[config.mk]
export PLATFORM = sky130hd
export DESIGN_NAME = i2c_regbank_slave
export DESIGN_NICKNAME = d
export VERILOG_FILES = /design/src/rtl/i2c_regbank_pkg.sv /design/src/rtl/i2c_line_sync.sv /design/src/rtl/i2c_reg_array.sv /design/src/rtl/i2c_slave_fsm.sv /design/src/rtl/i2c_regbank_slave.sv
export SDC_FILE = /design/constraint.sdc
export NUM_CORES = 1
export LEC_CHECK = 0
export ABC_AREA = 1
export BUFFER_PORTS_ARGS = -buffer_cell sky130_fd_sc_hd__buf_2
export CAP_MARGIN = 25
export CORE_MARGIN = 2
export CORE_UTILIZATION = 40
export DETAILED_ROUTE_END_ITERATION = 16
export GPL_ROUTABILITY_DRIVEN = 0
export PLACE_DENSITY = 0.53
export REMOVE_ABC_BUFFERS = 1
export SLEW_MARGIN = 20
export SYNTH_ARGS = -nofsm -noshare
export SYNTH_HDL_FRONTEND = slang
export SYNTH_SLANG_ARGS = --single-unit
[constraint.sdc]
create_clock -name clk -period 2.4 [get_ports clk]
set_clock_uncertainty 0.05 [all_clocks]
set_input_delay 0 -clock clk [delete_from_list [all_inputs] [get_ports clk]]
set_output_delay 0 -clock clk [all_outputs]
set_load 0.02 [all_outputs]
[src/rtl/i2c_regbank_pkg.sv]
package i2c_regbank_pkg;
  typedef enum logic [3:0] {
    ST_IDLE,   // waiting for a start
    ST_ADDR,   // receiving device address byte
    ST_SUB,    // receiving subaddress byte
    ST_WR,     // receiving write data byte
    ST_ACKW,   // byte accepted, wait for SCL fall to drive ACK
    ST_ACK,    // holding ACK low through ninth pulse
    ST_TX,     // shifting a read byte out
    ST_RACKW,  // read byte done, wait for fall to release SDA
    ST_RACK,   // sampling master ACK/NACK
    ST_RNEXT   // master acked, load next byte at SCL fall
  } slv_state_t;
endpackage

[src/rtl/i2c_line_sync.sv]
module i2c_line_sync (
  input  logic clk,
  input  logic rst,
  input  logic scl_in,
  input  logic sda_in,
  output logic sda_lvl,
  output logic scl_rise,
  output logic scl_fall,
  output logic start_det,
  output logic stop_det
);
  // bit 0 = SCL, bit 1 = SDA; two sync flops then a history stage
  logic [1:0] meta, stab, hist;

  always_ff @(posedge clk) begin
    if (rst) begin
      meta <= 2'b11;
      stab <= 2'b11;
      hist <= 2'b11;
    end else begin
      meta <= {sda_in, scl_in};
      stab <= meta;
      hist <= stab;
    end
  end

  assign sda_lvl   = stab[1];
  assign scl_rise  = stab[0] & ~hist[0];
  assign scl_fall  = ~stab[0] & hist[0];
  // SDA edge while SCL high on both samples
  assign start_det = stab[0] & hist[0] & hist[1] & ~stab[1];
  assign stop_det  = stab[0] & hist[0] & ~hist[1] & stab[1];
endmodule

[src/rtl/i2c_reg_array.sv]
module i2c_reg_array #(
  parameter int NUM_REGS = 8,
  localparam int IDX_W = $clog2(NUM_REGS)
) (
  input  logic             clk,
  input  logic             rst,
  input  logic             we,
  input  logic [IDX_W-1:0] waddr,
  input  logic [7:0]       wdata,
  input  logic [IDX_W-1:0] raddr_a,
  output logic [7:0]       rdata_a,
  input  logic [IDX_W-1:0] raddr_b,
  output logic [7:0]       rdata_b
);
  logic [7:0] mem [NUM_REGS];

  // reset clears the whole bank
  always_ff @(posedge clk) begin
    if (rst) begin
      for (int i = 0; i < NUM_REGS; i++) mem[i] <= 8'h00;
    end else if (we) begin
      mem[waddr] <= wdata;
    end
  end

  assign rdata_a = mem[raddr_a];

  // registered side port
  always_ff @(posedge clk) begin
    if (rst) rdata_b <= 8'h00;
    else     rdata_b <= mem[raddr_b];
  end
endmodule

[src/rtl/i2c_slave_fsm.sv]
module i2c_slave_fsm
  import i2c_regbank_pkg::*;
#(
  parameter int NUM_REGS = 8,
  localparam int IDX_W = $clog2(NUM_REGS),
  localparam int PTR_W = $clog2(NUM_REGS + 1)
) (
  input  logic             clk,
  input  logic             rst,
  input  logic             sda_lvl,
  input  logic             scl_rise,
  input  logic             scl_fall,
  input  logic             start_det,
  input  logic             stop_det,
  input  logic [6:0]       dev_addr,
  input  logic [7:0]       tx_data,
  output logic [IDX_W-1:0] tx_idx,
  output logic             sda_oe,
  output logic             we,
  output logic [IDX_W-1:0] waddr,
  output logic [7:0]       wdata
);
  slv_state_t       state, after_ack;
  logic [2:0]       cnt;
  logic [6:0]       shreg;
  logic [7:0]       txsh;
  logic [PTR_W-1:0] ptr;
  logic [7:0]       rx_full;
  logic             ptr_past_top;

  assign rx_full      = {shreg, sda_lvl};
  assign ptr_past_top = 32'(ptr) >= NUM_REGS;
  // reads past the top keep addressing the last register
  assign tx_idx = ptr_past_top ? IDX_W'(NUM_REGS - 1) : ptr[IDX_W-1:0];

  always_ff @(posedge clk) begin
    we <= 1'b0;
    if (rst) begin
      state     <= ST_IDLE;
      after_ack <= ST_IDLE;
      cnt       <= '0;
      shreg     <= '0;
      txsh      <= '0;
      ptr       <= '0;
      sda_oe    <= 1'b0;
      waddr     <= '0;
      wdata     <= '0;
    end else if (stop_det) begin
      state  <= ST_IDLE;
      sda_oe <= 1'b0;
    end else if (start_det) begin
      state  <= ST_ADDR;          // (repeated) start re-enters addressing
      cnt    <= '0;
      sda_oe <= 1'b0;
    end else begin
      case (state)
        ST_ADDR, ST_SUB, ST_WR: if (scl_rise) begin
          shreg <= rx_full[6:0];    // MSB first
          cnt   <= cnt + 3'd1;
          if (cnt == 3'd7) begin
            state <= ST_IDLE;
            if (state == ST_ADDR) begin
              if (rx_full[7:1] == dev_addr) begin
                state     <= ST_ACKW;
                after_ack <= rx_full[0] ? ST_TX : ST_SUB;
              end
            end else if (state == ST_SUB) begin
              if (32'(rx_full) < NUM_REGS) begin
                ptr       <= PTR_W'(rx_full);
                state     <= ST_ACKW;
                after_ack <= ST_WR;
              end
            end else if (!ptr_past_top) begin
              we        <= 1'b1;
              waddr     <= ptr[IDX_W-1:0];
              wdata     <= rx_full;
              ptr       <= ptr + PTR_W'(1);
              state     <= ST_ACKW;
              after_ack <= ST_WR;
            end
          end
        end
        ST_ACKW: if (scl_fall) begin
          sda_oe <= 1'b1;
          state  <= ST_ACK;
        end
        ST_ACK: if (scl_fall) begin
          cnt <= '0;
          if (after_ack == ST_TX) begin
            txsh   <= tx_data;
            sda_oe <= ~tx_data[7];
          end else begin
            sda_oe <= 1'b0;
          end
          state <= after_ack;
        end
        ST_TX: begin
          if (scl_rise) begin
            cnt <= cnt + 3'd1;
            if (cnt == 3'd7) state <= ST_RACKW;
          end else if (scl_fall) begin
            txsh   <= {txsh[6:0], 1'b0};
            sda_oe <= ~txsh[6];
          end
        end
        ST_RACKW: if (scl_fall) begin
          sda_oe <= 1'b0;           // master owns the ACK slot
          state  <= ST_RACK;
        end
        ST_RACK: if (scl_rise) begin
          if (sda_lvl) begin
            state <= ST_IDLE;       // NACK ends the read
          end else begin
            if (!ptr_past_top) ptr <= ptr + PTR_W'(1);
            state <= ST_RNEXT;
          end
        end
        ST_RNEXT: if (scl_fall) begin
          txsh   <= tx_data;
          sda_oe <= ~tx_data[7];
          cnt    <= '0;
          state  <= ST_TX;
        end
        default: state <= ST_IDLE;
      endcase
    end
  end
endmodule

[src/rtl/i2c_regbank_slave.sv]
module i2c_regbank_slave #(
  parameter int NUM_REGS = 8,
  parameter bit ALT_FAMILY = 1'b0,
  localparam int IDX_W = $clog2(NUM_REGS)
) (
  input  logic             clk,
  input  logic             rst,
  input  logic             scl_in,
  input  logic             sda_in,
  output logic             sda_oe,
  input  logic             addr_strap,
  input  logic [IDX_W-1:0] reg_idx,
  output logic [7:0]       reg_data
);
  logic             sda_lvl, scl_rise, scl_fall, start_det, stop_det;
  logic             we;
  logic [IDX_W-1:0] waddr, tx_idx;
  logic [7:0]       wdata, tx_data;
  logic [6:0]       dev_addr;

  assign dev_addr = {ALT_FAMILY, 5'b10101, addr_strap};

  i2c_line_sync u_sync (
    .clk(clk), .rst(rst), .scl_in(scl_in), .sda_in(sda_in),
    .sda_lvl(sda_lvl), .scl_rise(scl_rise), .scl_fall(scl_fall),
    .start_det(start_det), .stop_det(stop_det)
  );

  i2c_slave_fsm #(.NUM_REGS(NUM_REGS)) u_fsm (
    .clk(clk), .rst(rst), .sda_lvl(sda_lvl), .scl_rise(scl_rise),
    .scl_fall(scl_fall), .start_det(start_det), .stop_det(stop_det),
    .dev_addr(dev_addr), .tx_data(tx_data), .tx_idx(tx_idx),
    .sda_oe(sda_oe), .we(we), .waddr(waddr), .wdata(wdata)
  );

  i2c_reg_array #(.NUM_REGS(NUM_REGS)) u_regs (
    .clk(clk), .rst(rst), .we(we), .waddr(waddr), .wdata(wdata),
    .raddr_a(tx_idx), .rdata_a(tx_data),
    .raddr_b(reg_idx), .rdata_b(reg_data)
  );
endmodule

==> impl_metrics.tcl, run 1 <==
set metrics [dict create \
    root_buffer "clkbuf_16" \
    rows 44 \
    antenna_found_initial 0 \
    cts_tree "done" \
    switching_share_pct 28.9 \
    insertion_delay_ns 0.42 \
    status "complete, no violations" \
    p_seq_share_pct 39.0 \
    hold_viol_final 0 \
    drv_cap 0 \
    vias_per_cell 5.32 \
    clock-sinks 119 \
    crit_chain "inv_1, ha_1, inv_1, nor2_1, o21ai_0, nand2_1, nand2_1, nor2_1, nor2_1, nor2_1" \
    path_clk_slew_ns 0.06 \
    start_util_pct 41.1 \
    hpwl_mm 11.7 \
    hp-class "in -> reg" \
    syn_area_mm2 0.00600 \
    postSynthCellCount 797 \
    cpLargestDelayFamily "buffers and inverters" \
    fin_crit_ns 2.12 \
    syn_avg_cell_area_um2 7.52 \
    dr.pass1.iters 5 \
    port_buffers 16 \
    hp-start "rst" \
    worstPathRequired_ns 2.65 \
    pin_count 17 \
    die_width_um 126 \
    drt_iter0_drc 449 \
    yosys.area.top_type "edfxtp_1" \
    synth-simple-area-share_pct 25.9 \
    place_inst 976 \
    synth_seq_cells 119 \
    max_stage_delay_ns 0.44 \
    crit_slowest_cell "dfxtp_1" \
    drv_slew 0 \
    critPathKind "reg -> reg" \
    area_growth_pct 14.5 \
    synth_top_family_by_area "simple AND/OR/NAND/NOR gates" \
    routed_wl_mm 16.6 \
    met1_length_mm 8.28 \
    synth_seq_area_share_pct 50.4 \
    ant_nets 0 \
    clock_power_share_pct 42.3 \
    fp.coreArea_mm2 0.0146 \
    htree_levels 4 \
    yosys_warnings 0 \
    synth_top_cell_area_share_pct 32.0 \
    synth_xor_area_share_pct 0 \
    start_kind "register" \
    crit_path_end_kind "register" \
    drive_gt1_share_pct 8.59 \
    die_h_um 126 \
    finalSetupViolCount 0 \
    total_power_mw 5.98 \
    fin_cells 1011 \
    p_leak_nw 2.81 \
    diodes 0 \
    dieArea_mm2 0.0160 \
    crit_start "u_fsm.ptr[3]$_SDFFE_PP0P_" \
    numCtsBuffers 17 \
    fin_nets 827 \
    grt_overflow 0 \
    grt_pass1_vias 4871 \
    synth_compound_area_share_pct 14.7 \
    placed_cell_area_mm2 0.00625 \
    worst_pin_slew_ns 0.608 \
    cp_num_buf_inv 2 \
    critPathMostFrequentCell "nor2_1" \
    postCtsSetupRepairBufs 0 \
    track_usage_pct 21.5 \
    regArea_mm2 0.00302 \
    grt_pass1_wl_mm 26.5 \
    wl_met2_mm 6.99 \
    multi_input_area_mm2 0.00250 \
    rsz0062_at_grt "no" \
    fmax_ghz 0.472 \
    cp_data_arrival_time_ns 2.37 \
    ir_drop_mv 0.515 \
    fillers 1466 \
    muxShareOfSynthArea_pct 0 \
    yosysUniqueCellTypes 24 \
    p_comb_share_pct 18.6 \
    fin_area_mm2 0.00687 \
    drcViolationCount 0 \
    p_int_mw 4.25 \
    worstReg2RegStart "u_fsm.ptr[3]$_SDFFE_PP0P_" \
    synth_fa_ha_area_share_pct 1.04 \
    fin_crit_sh_pct 88.3 \
    grt_max_degree 49 \
    p_sw_mw 1.73 \
    vias 5376 \
    drt-wirelength-per-cell_um 16.4 \
    slew_headroom_pct 59.5 \
    wl_met3_um 849 \
    fin_util_pct 47.1 \
    highest_layer "met4" \
    clk_path_buf_depth 2 \
    synth_area_leaders "edfxtp_1 32%, dfxtp_1 18%, nand2_1 12%, nor2_1 7.7%, o21ai_0 7.3%" \
    powerDensity_mw_per_mm2 870 \
    cp_max_fo 14 \
]
-- cell usage after synthesis --
master,number
edfxtp_1,64
clkbuf_2,1
o211ai_1,11
nor2_2,6
a21oi_1,59
buf_2,8
a31oi_1,10
buf_4,1
nand3_2,2
o21ai_0,87
inv_1,82
inv_2,2
nand3_1,46
clkinv_1,8
ha_1,5
nor3_1,2
nor2_1,123
nand2_1,191
or2_2,5
clkbuf_1,21
nand2_2,2
a21boi_1,1
dfxtp_1,55
nand4_1,5
-- timing repair --
action | CTS | global route
endpoints found under the hold margin | 3 | 0
gates resized for setup | 0 | 0
hold buffers | 3 | 0
-- cell usage in the layout, fill, tap and decap left out --
master         synthesis  final
nand4_1                5      5
clkbuf_8               0      4
inv_2                  2      2
clkinv_1               8      9
a31oi_1               10     10
buf_2                  8     16
or2_2                  5      5
edfxtp_1              64     64
nor3_1                 2      2
o211ai_1              11     11
nand2_1              191    191
nand3_2                2      2
clkbuf_16              0     17
dfxtp_1               55     55
nand2_2                2      2
clkinvlp_4             0      3
o21ai_0               87     87
nand3_1               46     46
ha_1                   5      5
nor2_2                 6      6
a21boi_1               1      1
clkbuf_1              21      3
bufinv_16              0      2
clkinv_2               0      2
buf_4                  1     10
inv_1                 82     82
nor2_1               123    123
dlygate4sd3_1          0      3
a21oi_1               59     59
-- layer usage --
metal  vias up  global-route usage [%]
met3        33                    4.05
met2       185                    30.4
li1       2644                       -
met1      2514                    32.1
met5         -                       0
met4         0                    9.11
-- state kept, by name (all words and copies together) (netlist names) --
register / count
u_fsm.after_ack: 3
u_fsm.cnt: 3
u_fsm.ptr: 4
u_fsm.sda_oe: 1
u_fsm.shreg: 7
u_fsm.state: 4
u_fsm.txsh: 7
u_fsm.waddr: 3
u_fsm.wdata: 8
u_fsm.we: 1
u_regs.mem: 64
u_regs.rdata_b: 8
u_sync.hist: 2
u_sync.meta: 2
u_sync.stab: 2
-- worst register-to-register path: stages, from the launching register on --
cell	delay (ns)
dfxtp_1	0.44
inv_1	0.14
ha_1	0.35
inv_1	0.35
nor2_1	0.08
o21ai_0	0.24
nand2_1	0.10
nand2_1	0.07
nor2_1	0.04
nor2_1	0.10
nor2_1	0.04
-- final timing paths --
kind         slack [ns]  cells past startpoint                        end
max                0.28                     10  u_fsm.sda_oe$_SDFFE_PP0P_
min reg2reg        0.36                      1  u_sync.stab[1]$_SDFF_PP1_
min                0.01                      3        u_fsm.we$_SDFF_PP0_
max reg2reg        0.28                     10  u_fsm.sda_oe$_SDFFE_PP0P_
-- kinds of logic after synthesis --
logic type,count (synthesis)
adders and majority gates,5
and+or+nand+nor,382
AOI/OAI and AO/OA,168
DFF,119
buffers and inverters,123
-- power by group through the flow --
stage | logic (mW) | clock network (mW) | registers, mW
floorplan | 0.779 | 0 | 2.36
CTS | 1.11 | 2.56 | 2.33
global placement | 1.08 | 0 | 2.37
finish | 1.11 | 2.53 | 2.33
detailed placement | 1.10 | 0 | 2.38
global route | 1.28 | 2.66 | 2.34
-- stage by stage --
step           hold slack, ns  setup TNS [ns]  setup slack [ns]
2_1_floorplan          0.0191          -0.110           -0.0718
3_3_place_gp            0.140               0             0.393
3_5_place_dp            0.136               0             0.306
4_1_cts                0.0104               0             0.285
5_1_grt                0.0268               0            0.0285
6_report              0.00978               0             0.280
-- area by class of cell --
cell class	count	area share (%)
clock inverters	8	1.40
flip-flops and latches	119	44.0
clock buffers	24	7.16
well taps	184	3.35
inverters	92	5.03
repair buffers	29	2.70
multi-input cells	555	36.4
Note: power is estimated with default switching activity, not from simulation.
==> run 2, diff against run 1 <==
- PLACE_DENSITY: 0.53 -> 0.55
- clock period: 2.4 -> 1.94 ns (I/O delays scaled with it)
==> impl_metrics.tcl, run 2 (synthesis results as in run 1) <==
set metrics [dict create \
    status "complete, no violations" \
    ir_drop_mv 0.686 \
    routed_wl_mm 16.4 \
    final_cell_mix "191 x nand2_1, 122 x nor2_1, 87 x o21ai_0" \
    fmax_ghz 0.565 \
    p_seq_share_pct 38.1 \
    port_buffers 16 \
    fin_cells 1029 \
    fin_nets 845 \
    p_comb_share_pct 19.9 \
    htree_levels 4 \
    root_buffer "clkbuf_16" \
    clock_power_share_pct 42.0 \
    numCtsBuffers 17 \
    vias_per_cell 5.23 \
    layout_commonest_cell "nand2_1" \
    pin_count 17 \
    total_power_mw 7.56 \
    p_int_mw 5.41 \
    grt_pass1_vias 5195 \
    grt_overflow 0 \
    regToRegEndpoint "u_fsm.sda_oe$_SDFFE_PP0P_" \
    ant_nets 0 \
    path_clk_slew_ns 0.05 \
    place_inst 992 \
    critPathKind "reg -> reg" \
    hp-class "in -> reg" \
    hold_viol_final 0 \
    start_util_pct 41.1 \
    regArea_mm2 0.00302 \
    multi_input_area_mm2 0.00251 \
    drv_slew 0 \
    fillers 1399 \
    clock-sinks 119 \
    grt_max_degree 41 \
    drv_cap 0 \
    cp_max_fo 23 \
    drt-wirelength-per-cell_um 15.9 \
    die_h_um 126 \
    rows 44 \
    dr.pass1.iters 5 \
    crit_path_end_kind "register" \
    p_sw_mw 2.14 \
    diodes 0 \
    crit_start "u_fsm.ptr[3]$_SDFFE_PP0P_" \
    fp.coreArea_mm2 0.0146 \
    drt_iter0_drc 369 \
    rsz0062_at_grt "no" \
    die_width_um 126 \
    switching_share_pct 28.4 \
    slew_headroom_pct 64.1 \
    drive_gt1_share_pct 10.9 \
    cp_data_arrival_time_ns 2.03 \
    postCtsSetupRepairBufs 0 \
    powerDensity_mw_per_mm2 1070 \
    timing.hold.ws_ns 0.0564 \
    fin_crit_sh_pct 91.2 \
    drcViolationCount 0 \
    track_usage_pct 21.7 \
    start_kind "register" \
    vias 5382 \
    worstPathRequired_ns 2.20 \
    finalSetupViolCount 0 \
    fin_area_mm2 0.00706 \
    hp-start "reg_idx[1]" \
    endpoint "u_fsm.sda_oe$_SDFFE_PP0P_" \
    tns_ns 0 \
    r2r_cells 10 \
    p_leak_nw 2.91 \
    insertion_delay_ns 0.41 \
    cts_tree "done" \
    hpwl_mm 11.9 \
    reg_top3 "u_regs.mem x64, u_fsm.wdata x8, u_regs.rdata_b x8" \
    largest_reg_flops 64 \
    area_growth_pct 17.7 \
    worstReg2RegStart "u_fsm.ptr[3]$_SDFFE_PP0P_" \
    placed_cell_area_mm2 0.00640 \
    clk_path_buf_depth 2 \
    grt_pass1_wl_mm 26.9 \
    r2r_setup_slack_ns 0.17 \
    fin_crit_ns 1.77 \
    worst_pin_slew_ns 0.537 \
    antenna_found_initial 0 \
    dieArea_mm2 0.0160 \
    regMostFlops "u_regs.mem" \
]
==> run 2: how the worst min path moves through the flow <==
stage               cells past startpoint  slack, ns                              end
floorplan                               1       0.02  u_fsm.after_ack[0]$_SDFFE_PP0P_
global placement                        2       0.13        u_sync.meta[1]$_SDFF_PP1_
detailed placement                      2       0.14        u_sync.meta[1]$_SDFF_PP1_
CTS                                     3       0.04     u_regs.rdata_b[3]$_SDFF_PP0_
global route                            3       0.08     u_regs.rdata_b[3]$_SDFF_PP0_
finish                                  3       0.06     u_regs.rdata_b[3]$_SDFF_PP0_
==> run 2: power groups by stage <==
stage	clock network, mW	logic, mW	registers (mW)
floorplan	0	0.963	2.93
global placement	0	1.43	2.92
detailed placement	0	1.45	2.92
CTS	3.22	1.47	2.87
global route	3.32	1.73	2.89
finish	3.17	1.51	2.88
==> run 2: worst max-delay path: stages, from the launching register on <==
cell and delay [ns]:
dfxtp_1 0.31, inv_1 0.15, ha_4 0.24, buf_12 0.17, o21ai_0 0.09, o21ai_0 0.25
nand2_1 0.14, nand2_1 0.08, nor2_1 0.04, nor2_1 0.11, nor2_1 0.04
==> run 2: per-stage QoR <==
stage / utilization [%] / setup slack [ns]
6_report: 48.4 / 0.171
5_1_grt: 48.4 / 0.00270
4_1_cts: 48.2 / 0.0798
3_5_place_dp: 43.8 / 0.0857
3_3_place_gp: 43.8 / 0.0965
2_1_floorplan: - / -0.532
==> run 2: cell type report <==
type,count,share of cell area (%)
clock inverter,11,1.81
sequential,119,42.8
multi-input combinational,555,35.6
timing repair inverter,1,0.106
timing repair buffer,46,4.82
clock buffer,21,6.66
tap,184,3.26
inverter,92,4.94
==> run 2: timing repair <==
action	in CTS	in global routing
endpoints found under the setup margin	0	7
hold endpoints to repair	13	0
gates resized for setup	0	5
hold buffers	4	0
==> run 2: metal layers <==
layer / share of wire [%] / global-route usage (%) / wire (µm) / vias up
met3: 5.2 / 4.09 / 845 / 27
met5: 0 / 0 / 0 / -
met2: 45 / 33.7 / 7390 / 155
met1: 48 / 30.0 / 7810 / 2518
li1: - / - / - / 2682
met4: 2.0 / 8.53 / 320 / 0
==> run 3, diff against run 2 <==
- CORE_UTILIZATION: 40 -> 45
- CTS_BUF_LIST: default -> sky130_fd_sc_hd__clkbuf_16
- PLACE_DENSITY: 0.55 -> 0.61
==> impl_metrics.tcl, run 3 (synthesis results as in run 1) <==
set metrics [dict create \
    antenna_found_initial 0 \
    hp-class "in -> reg" \
    postCtsSetupRepairBufs 0 \
    r2r_cells 8 \
    drv_slew 0 \
    grt_overflow 0 \
    final_cell_mix "191 x nand2_1, 123 x nor2_1, 87 x o21ai_0" \
    vias_per_cell 5.44 \
    routed_wl_mm 16.4 \
    root_buffer "clkbuf_16" \
    worstPathRequired_ns 2.24 \
    cpLargestDelayFamily "simple AND/OR/NAND/NOR gates" \
    hpwl_mm 11.9 \
    drt_iter0_drc 391 \
    grt_max_degree 41 \
    critPathKind "reg -> reg" \
    drt-wirelength-per-cell_um 16.1 \
    finalSetupViolCount 0 \
    met1_usage_pct 32.3 \
    diodes 0 \
    tns_ns 0 \
    place_ws_ns 0.194 \
    crit_path_end_kind "register" \
    slew_headroom_pct 63.2 \
    ant_nets 0 \
    drcViolationCount 0 \
    worstReg2RegStart "u_fsm.state[3]$_SDFFE_PP0P_" \
    track_usage_pct 24.2 \
    post_cts_resized 0 \
    htree_levels 4 \
    grtUsageMet3_pct 4.45 \
    met2_usage_pct 38.2 \
    start_util_pct 45.6 \
    ir_drop_mv 0.479 \
    drive_gt1_share_pct 9.96 \
    endpoint "u_fsm.ptr[3]$_SDFFE_PP0P_" \
    layout_commonest_cell "nand2_1" \
    crit_slowest_cell "dfxtp_1" \
    numCtsBuffers 17 \
    fmax_ghz 0.562 \
    regMostFlops "u_regs.mem" \
    path_clk_slew_ns 0.05 \
    largest_reg_flops 64 \
    critical_path_cell_count 8 \
    regToRegEndpoint "u_fsm.ptr[3]$_SDFFE_PP0P_" \
    rsz0062_at_grt "no" \
    grt-busiest-layer "met2" \
    port_buffers 16 \
    die_h_um 119 \
    die_width_um 119 \
    drv_cap 0 \
    start_kind "register" \
    pin_count 17 \
    grt_pass1_vias 5178 \
    clock-sinks 119 \
    p_leak_nw 2.89 \
    hold_viol_final 0 \
    crit_chain "inv_1, nor2_1, nand3_1, nand2_1, nand3_1, nor2_1, nand2_1, a21oi_1" \
    dr.pass1.iters 5 \
    place_inst 983 \
    grt_pass1_wl_mm 26.3 \
    hold_buffers 4 \
    vias 5539 \
    r2r_setup_slack_ns 0.16 \
    max_stage_delay_ns 0.40 \
    rows 42 \
    dieArea_mm2 0.0143 \
    clk_path_buf_depth 2 \
    fin_cells 1019 \
    insertion_delay_ns 0.42 \
    area_growth_pct 16.2 \
    fp.coreArea_mm2 0.0131 \
    cp_num_buf_inv 1 \
    reg_top3 "u_regs.mem x64, u_fsm.wdata x8, u_regs.rdata_b x8" \
    cts_tree "done" \
    setup_ws_ns 0.159 \
    cp_max_fo 4 \
    crit_start "u_fsm.state[3]$_SDFFE_PP0P_" \
    cp_data_arrival_time_ns 2.08 \
    status "complete, no violations" \
    fin_nets 843 \
    fin_util_pct 53.0 \
    fin_crit_ns 1.78 \
    fin_crit_sh_pct 91.8 \
    worst_pin_slew_ns 0.549 \
    powerDensity_mw_per_mm2 1040 \
]
run 3: worst min-delay path by stage:
stage / from / end / depth (start not counted)
global placement: sda_in / u_sync.meta[1]$_SDFF_PP1_ / 2
CTS: reg_idx[1] / u_regs.rdata_b[1]$_SDFF_PP0_ / 3
finish: reg_idx[1] / u_regs.rdata_b[1]$_SDFF_PP0_ / 3
floorplan: rst / u_fsm.after_ack[0]$_SDFFE_PP0P_ / 1
global route: reg_idx[1] / u_regs.rdata_b[3]$_SDFF_PP0_ / 3
detailed placement: sda_in / u_sync.meta[1]$_SDFF_PP1_ / 2
run 3: area by class of cell:
| type | count | area (µm²) |
|---|---|---|
| clock inverters | 15 | 123 |
| clock buffers | 17 | 425 |
| repair buffers | 45 | 333 |
| flip-flops and latches | 119 | 3020 |
| multi-input cells | 555 | 2500 |
| inverters | 92 | 345 |
| fillers | 1258 | 6170 |
| well taps | 176 | 220 |
run 3: worst register-to-register path, stage by stage, from the launching register on:
cell     delay [ns]
dfxtp_1        0.40
inv_1          0.09
nor2_1         0.26
nand3_1        0.21
nand2_1        0.13
nand3_1        0.07
nor2_1         0.25
nand2_1        0.10
a21oi_1        0.16
run 3: where the power goes:
part	total, mW	switching, mW	internal, mW
Sequential	2.88	0.0925	2.79
Clock	2.93	1.09	1.84
Combinational	1.42	0.931	0.486
Total	7.23	2.11	5.12
run 3: stage by stage:
stage	cell area (µm²)	power [mW]	hold slack [ns]
after floorplan	5870	3.89	0.0191
after global placement	6380	4.29	0.131
after detailed placement	6380	4.32	0.134
after CTS	6970	7.24	0.0254
after global routing	6970	7.57	0.0743
final	6970	7.23	0.0566
run 3: routing by layer:
metal | wire [µm] | up-vias
li1 | - | 2675
met1 | 7090 | 2575
met2 | 7620 | 254
met3 | 1290 | 35
met4 | 435 | 0
met5 | 0 | -
